### src/rtl/isa_dec_pkg.sv
package isa_dec_pkg;
  localparam int IO_ADDR_W  = 10;
  localparam int IO_OFS_W   = 4;
  localparam int MEM_ADDR_W = 20;
  localparam int ROM_OFS_W  = 13;
  localparam int ROM_PAD_W  = 1;
  localparam int JMP_W      = 4;
endpackage

### src/rtl/isa_win_match.sv
// Compares the upper part of an address against a hard-wired prefix,
// a jumper field and an optional zero gap just above the window offset.
module isa_win_match #(
  parameter int HI_W    = 6,
  parameter int PAD_W   = 0,
  parameter int JMP_W   = 4,
  parameter int FIX_VAL = 1
) (
  input  logic [HI_W-1:0]  addr_hi,
  input  logic [JMP_W-1:0] jmp,
  output logic             hit
);
  localparam int JMP_LO = PAD_W;
  localparam int FIX_LO = PAD_W + JMP_W;
  localparam int FIX_W  = HI_W - FIX_LO;

  logic fix_ok, jmp_ok, pad_ok;

  assign fix_ok = (addr_hi[HI_W-1:FIX_LO] == FIX_W'(FIX_VAL));
  assign jmp_ok = (addr_hi[FIX_LO-1:JMP_LO] == jmp);

  generate
    if (PAD_W > 0) begin : g_pad
      assign pad_ok = (addr_hi[PAD_W-1:0] == '0);
    end else begin : g_nopad
      assign pad_ok = 1'b1;
    end
  endgenerate

  assign hit = fix_ok & jmp_ok & pad_ok;
endmodule

### src/rtl/isa_sel_reg.sv
module isa_sel_reg #(
  parameter int OFS_W = 4
) (
  input  logic             clk,
  input  logic             rst,
  input  logic             io_hit,
  input  logic [OFS_W-1:0] io_ofs,
  input  logic             rom_hit,
  output logic             io_sel,
  output logic [OFS_W-1:0] io_reg,
  output logic             rom_cs
);
  always_ff @(posedge clk) begin
    if (rst) begin
      io_sel <= 1'b0;
      io_reg <= '0;
      rom_cs <= 1'b0;
    end else begin
      io_sel <= io_hit;
      io_reg <= io_hit ? io_ofs : '0;
      rom_cs <= rom_hit;
    end
  end
endmodule

### src/rtl/isa_win_decode.sv
module isa_win_decode
  import isa_dec_pkg::*;
#(
  parameter int IOA_W = IO_ADDR_W,
  parameter int IOO_W = IO_OFS_W,
  parameter int MA_W  = MEM_ADDR_W,
  parameter int RO_W  = ROM_OFS_W,
  parameter int RP_W  = ROM_PAD_W,
  parameter int J_W   = JMP_W
) (
  input  logic             clk,
  input  logic             rst,
  input  logic [MA_W-1:0]  bus_addr,
  input  logic             aen,
  input  logic             ior_n,
  input  logic             iow_n,
  input  logic             memr_n,
  input  logic [J_W-1:0]   io_jmp,
  input  logic [J_W-1:0]   rom_jmp,
  output logic             io_sel,
  output logic [IOO_W-1:0] io_reg,
  output logic             rom_cs
);
  localparam int IO_HI_W  = IOA_W - IOO_W;
  localparam int ROM_HI_W = MA_W - RO_W;
  localparam int IO_FIX_W = IO_HI_W - J_W;
  localparam int RM_FIX_W = ROM_HI_W - J_W - RP_W;
  localparam int IO_FIX   = 1;
  localparam int RM_FIX   = (1 << RM_FIX_W) - 1;

  logic io_addr_hit, rom_addr_hit, io_cyc, rom_cyc;

  assign io_cyc  = ~aen & (~ior_n | ~iow_n);
  assign rom_cyc = ~aen & ~memr_n;

  isa_win_match #(.HI_W(IO_HI_W), .PAD_W(0), .JMP_W(J_W), .FIX_VAL(IO_FIX)) u_io_match (
    .addr_hi (bus_addr[IOA_W-1:IOO_W]),
    .jmp     (io_jmp),
    .hit     (io_addr_hit)
  );

  isa_win_match #(.HI_W(ROM_HI_W), .PAD_W(RP_W), .JMP_W(J_W), .FIX_VAL(RM_FIX)) u_rom_match (
    .addr_hi (bus_addr[MA_W-1:RO_W]),
    .jmp     (rom_jmp),
    .hit     (rom_addr_hit)
  );

  isa_sel_reg #(.OFS_W(IOO_W)) u_out (
    .clk     (clk),
    .rst     (rst),
    .io_hit  (io_addr_hit & io_cyc),
    .io_ofs  (bus_addr[IOO_W-1:0]),
    .rom_hit (rom_addr_hit & rom_cyc),
    .io_sel  (io_sel),
    .io_reg  (io_reg),
    .rom_cs  (rom_cs)
  );

  // Assertions
  assert_reset_quiet_R1: assert property (@(posedge clk)
    rst |=> (!io_sel && !rom_cs && io_reg == '0));
  assert_io_base_R2: assert property (@(posedge clk) disable iff (rst)
    io_sel |-> $past(bus_addr[IOO_W+J_W-1:IOO_W] == io_jmp));
  assert_io_offset_R3: assert property (@(posedge clk) disable iff (rst)
    io_sel |-> io_reg == $past(bus_addr[IOO_W-1:0]));
  assert_io_strobe_R4: assert property (@(posedge clk) disable iff (rst)
    io_sel |-> $past(!ior_n || !iow_n));
  assert_no_dma_hit_R5: assert property (@(posedge clk) disable iff (rst)
    (io_sel || rom_cs) |-> !$past(aen));
  assert_io_range_R6: assert property (@(posedge clk) disable iff (rst)
    io_sel |-> $past(bus_addr[IOA_W-1:IOA_W-IO_FIX_W]) == IO_FIX_W'(IO_FIX));
  assert_rom_base_R7: assert property (@(posedge clk) disable iff (rst)
    rom_cs |-> $past(bus_addr[MA_W-RM_FIX_W-1:RO_W+RP_W] == rom_jmp));
  assert_rom_gap_R8: assert property (@(posedge clk) disable iff (rst)
    rom_cs |-> !$past(bus_addr[RO_W]));
  assert_rom_read_R9: assert property (@(posedge clk) disable iff (rst)
    rom_cs |-> !$past(memr_n));
endmodule

### config.mk
export PLATFORM = sky130hd
export DESIGN_NAME = isa_win_decode
export DESIGN_NICKNAME = d
export VERILOG_FILES = /design/src/rtl/isa_dec_pkg.sv /design/src/rtl/isa_win_match.sv /design/src/rtl/isa_sel_reg.sv /design/src/rtl/isa_win_decode.sv
export SDC_FILE = /design/constraint.sdc
export NUM_CORES = 1
export LEC_CHECK = 0
export CORE_AREA = 2 2 40 42
export DETAILED_ROUTE_END_ITERATION = 10
export DIE_AREA = 0 0 42 44
export GPL_ROUTABILITY_DRIVEN = 0
export PLACE_DENSITY = 0.7
export SETUP_SLACK_MARGIN = 0.1
export SLEW_MARGIN = 10
export SYNTH_ARGS = -nofsm -noshare
export SYNTH_HDL_FRONTEND = slang
export SYNTH_SLANG_ARGS = --single-unit
### constraint.sdc
create_clock -name clk -period 1.09 [get_ports clk]
set_clock_uncertainty 0.05 [all_clocks]
set_input_delay 0.1635 -clock clk [delete_from_list [all_inputs] [get_ports clk]]
set_output_delay 0.1635 -clock clk [all_outputs]
set_load 0.005 [all_outputs]
# Word level (Yosys, flattened, before mapping)
# Cells that the tools add are included.
word_totals:
  register_bits: 6
  latch_bits: 0
  ramBits: 0
  rom_bits: 0
  inputBits: 34
  out_inout_bits: 6
  word_cells: 22
  memories: 0
classes:
  addsub: 0
  multipliers: 0
  div: 0
  n_lt_le_gt_ge: 0
  eq_ne: 4
  shifts: 0
  mux: 0
  bitwise: 14
  reduce_logical: 1
op_table:
  columns: ["operator", "count"]
  rows:
  - ["== test 4 bit", 2]
  - ["bitwise AND 1 bit", 7]
  - ["inverter 1 bit", 6]
  - ["== test 2 x 1 -> 1 bit, second input constant", 1]
  - ["== test 2 bit, second input constant", 1]
  - ["OR reduction 2 bit", 1]
  - ["bitwise OR 1 bit", 1]

# Logic depth before layout (Yosys ltp)
logic_depth:
  word_depth: 6
  ltp_mapped: 3
  ltp_nobuf: 3

# By module
# From an unflattened synthesis, not the netlist that was laid out.
unflattened:
  cells_unflattened: 31
  hier_area_um2: 310.3
modules_own_cells:
  columns: ["module", "n_inst", "cells_each", "area_per_inst_um2", "seq_area_each_um2"]
  rows:
  - ["isa_sel_reg", 1, 12, 167.7, 120.1]
  - ["isa_win_match (u_io_match)", 1, 9, 62.6, 0.0]
  - ["isa_win_match (u_rom_match)", 1, 7, 56.3, 0.0]
  - ["isa_win_decode", 1, 3, 23.8, 0.0]

# Worst setup path before layout
# OpenSTA, ideal clock, no wires.
synth_timing:
  kind: "input to register"
  from: "in bus_addr[6]"
  to: "reg u_out.io_reg[0]"
  t_arrival_ps: 803
  t_required_ps: 948
  slack_ps: 145
  stages: 3
  path_buffers: 0
  path_cell_list: "nor2b_1 a221o_1 nor4_1"
synth_via:
  elab_chain_cells: 5
synth_rtl:
  columns: ["element", "line_no", "text"]
  rows:
  - ["from (decl)", "isa_win_decode.sv:13", "input logic [MA_W-1:0] bus_addr,"]
  - ["== test 4 bit", "isa_win_match.sv:20", "assign jmp_ok = (addr_hi[FIX_LO-1:JMP_LO] == jmp);"]
  - ["bitwise AND 1 bit", "isa_win_match.sv:30", "assign hit = fix_ok & jmp_ok & pad_ok;"]
  - ["bitwise AND 1 bit", "isa_win_decode.sv:51", ".io_hit (io_addr_hit & io_cyc),"]
  - ["inverter 1 bit (no line)", null, null]
  - ["OR reduction 2 bit (no line)", null, null]
  - ["to (signal assigned)", "isa_sel_reg.sv:20", "io_reg <= io_hit ? io_ofs : '0;"]
  - ["to (decl)", "isa_sel_reg.sv:10", "output logic [OFS_W-1:0] io_reg,"]
# Every way passes these cells.
# A chain may end at the register's enable or synchronous reset.

# Worst setup path after layout
layout_timing:
  from: "in bus_addr[9]"
  to: "reg u_out.io_reg[3]"
layout_via:
  elab_chain_cells: 5
layout_rtl:
  columns: ["element", "line_no", "text"]
  rows:
  - ["== test 2 x 1 -> 1 bit", "isa_win_match.sv:19", "assign fix_ok = (addr_hi[HI_W-1:FIX_LO] == FIX_W'(FIX_VAL));"]
  - ["bitwise AND 1 bit", "isa_win_match.sv:30", null]
  - ["bitwise AND 1 bit", "isa_win_decode.sv:51", null]
  - ["inverter 1 bit (no line)", null, null]
  - ["OR reduction 2 bit (no line)", null, null]
# Every way passes these cells.

==> run_results.csv <==
group,metric,value,unit
setup_path,worstSetupEndpointType,"flip-flop",
yosys,syn_inst,32,
yosys,async_flop_share,0,%
cts,clock_path_buffers,2,
placement,numPortBuffers,36,
drt,wl_met1,312,um
yosys,yosys_warnings,0,
yosys,netlist_area,285.3,um^2
setup_path,crit_type,"in -> reg",
cts,numCtsBuffers,3,
timing,rsz0062_at_grt,"yes",
timing,setup_viol,0,
drt,vias,393,
grt,grtUsageTotal,10.92,%
yosys,synth-compound-area-share,6.140,%
yosys,synth-seq-cells,6,
die,coreArea,0.001419,mm^2
timing,hold_ws,0.1390,ns
cells_and_area,syn2layout_area_growth,172.4,%
drt,ant_nets,0,
yosys,synthAdderAreaFrac,0,%
drt,avgViaCountPerCell,4.226,
drt,wl_per_cell,9.430,um
die,row_count,14,
setup_path,cp-start-kind,"input port",
drt,drc,0,
timing,timing.final.crit_share,91.75,%
yosys,synth_ff_type,"dfxtp_1",
yosys,synth_area_leader_cell,"dfxtp_1",
cells_and_area,nets,113,
die,initial_core_util,20.11,%
timing,tightest_slew,0.2309,ns
yosys,synth_edf_count,0,
cells_and_area,n_antenna_cell,0,
yosys,yosys-top-cells-count,"dfxtp_1, xnor2_1, nor4_1",
yosys,synth_top_family_by_area,"simple AND/OR/NAND/NOR gates",
cts,ctsHoldBuffers,0,
drt,wl_met2,463,um
cts,htreeDepth,1,
grt,grt_max_degree,6,
pwr,leakagePower,0.3149,nW
yosys,synth_nets,66,
die,dieArea,0.001848,mm^2
hold_path,worstHoldPathType,"in -> reg",
hold_path,whs_endpoint,"u_out.rom_cs",
die,num_io_pins,40,
pwr,finalPower,0.5951,mW
cts,clk_pin_slew,0.04,ns
timing,slew_headroom,84.54,%
yosys,synthXorXnorAreaFrac,18.42,%
drt,drtIter0Drc,2,
drt,dr.pass1.iters,2,
grt,grt_pass1_vias,420,
grt,grt_overflow_total,0,
cts,cts-root-buf,"clkbuf_4",
setup_path,worst-path-max-fanout,4,
grt,antenna_found_initial,0,
drt,top_layer,"met4",
yosys,ys_seq_area_share,42.11,%
yosys,muxShareOfSynthArea,0,%
setup_path,crit_required,1.19,ns
timing,fmax,0.9999,GHz
pwr,ir_drop,520.0,uV
timing,finalHoldViolCount,0,
drt,routed_wl,877,um
setup_path,worstPathArrival,1.10,ns
die,fp.dieW,42,um
yosys,syn_avg_cell_area,8.915,um^2
yosys,synth-simple-area-share,26.75,%
timing,drv_slew,0,
cells_and_area,drive_gt1_share,31.17,%
grt,grt_pass1_wl,1483,um
flow_run,maxCapViolCount,0,
drt,met3WireLength,66,um
pwr,powerDensity,765.9,mW/mm^2
yosys,synthTopCellsByArea,"dfxtp_1, xnor2_1, nor4_1",
cts,cts_num_sinks,6,
timing,min_period,1.000,ns
yosys,synth.distinct_cells,15,
cts,cts_tree,"yes",
status,status,"finished, final reports clean",
die,die_y,44,um
yosys,synth_top_area_share,42.11,%
cells_and_area,largest_reg_flops,4,
hold_path,hold_start,"rst",
hold_path,whs_path_depth,4,
[metrics by stage]
stage,cell area [um^2],util [%],worst slack (ns),TNS [ns],instances
floorplan,285.3,-,0.1449,0,32
global placement,680.7,47.97,-0.3729,-1.924,86
detailed placement,680.7,47.97,-0.4251,-2.172,86
CTS,733.2,51.68,0.1019,0,92
global route,777.0,54.76,-0.008950,-0.008950,93
finish,777.0,54.76,0.08993,0,93
[report_power, final]
group / internal (mW) / switching (mW)
logic: 0.117 / 0.0621
clock network: 0.124 / 0.0713
registers: 0.221 / 0.000137
total: 0.461 / 0.134
[final cells by class]
cell class,count,area [um^2]
clock buffer,3,22.52
fill,144,641.9
tap,16,20.02
inverter,5,18.77
timing repair buffer,42,381.6
sequential,6,120.1
multi-input combinational,21,214.0
[cells in the final DEF (no fill, tap or decap), types with 2 or more instances in the layout]
cell type	count
nor4_4	2
buf_4	6
clkbuf_4	3
nor4_2	3
clkdlybuf4s50_1	16
dlygate4sd2_1	5
xnor2_1	6
buf_6	2
inv_1	4
clkbuf_2	3
dfxtp_1	6
clkdlybuf4s15_1	9
[layer usage]
layer,vias to the layer above,track usage [%]
met5,-,0
met4,0,7.742
met3,4,2.917
met2,20,22.19
met1,166,8.861
li1,203,-
[kinds of logic after synthesis]
logic type,Yosys count
AOI/OAI and AO/OA,2
xor gates and xnor gates,6
buffers and inverters,5
DFF,6
and+or+nand+nor,13
[worst max-delay path, cell delays in order]
cell and delay [ns]:
buf_6 0.10, nor4b_4 0.26, o211ai_1 0.15, buf_4 0.19, buf_4 0.14, nor4_4 0.11
[worst max path at each step]
| stage | from | end | slack, ns | depth (start not counted) |
|---|---|---|---|---|
| after floorplan | bus_addr[6] | u_out.io_reg[0] | 0.14 | 3 |
| after global placement | aen | u_out.io_reg[2] | -0.37 | 4 |
| after detailed placement | aen | u_out.io_reg[2] | -0.43 | 4 |
| after CTS | bus_addr[8] | u_out.io_reg[2] | 0.10 | 5 |
| after global routing | bus_addr[8] | u_out.io_reg[3] | -0.009 | 6 |
| final | bus_addr[9] | u_out.io_reg[3] | 0.09 | 6 |
[what timing repair did]
item,in CTS,in global routing
hold endpoints to repair,0,0
buffers inserted,3,1
pin swaps,8,3
endpoints found under the setup margin,11,6
gates resized for setup,42,15
No activity file was read; power rests on OpenSTA's default activity.
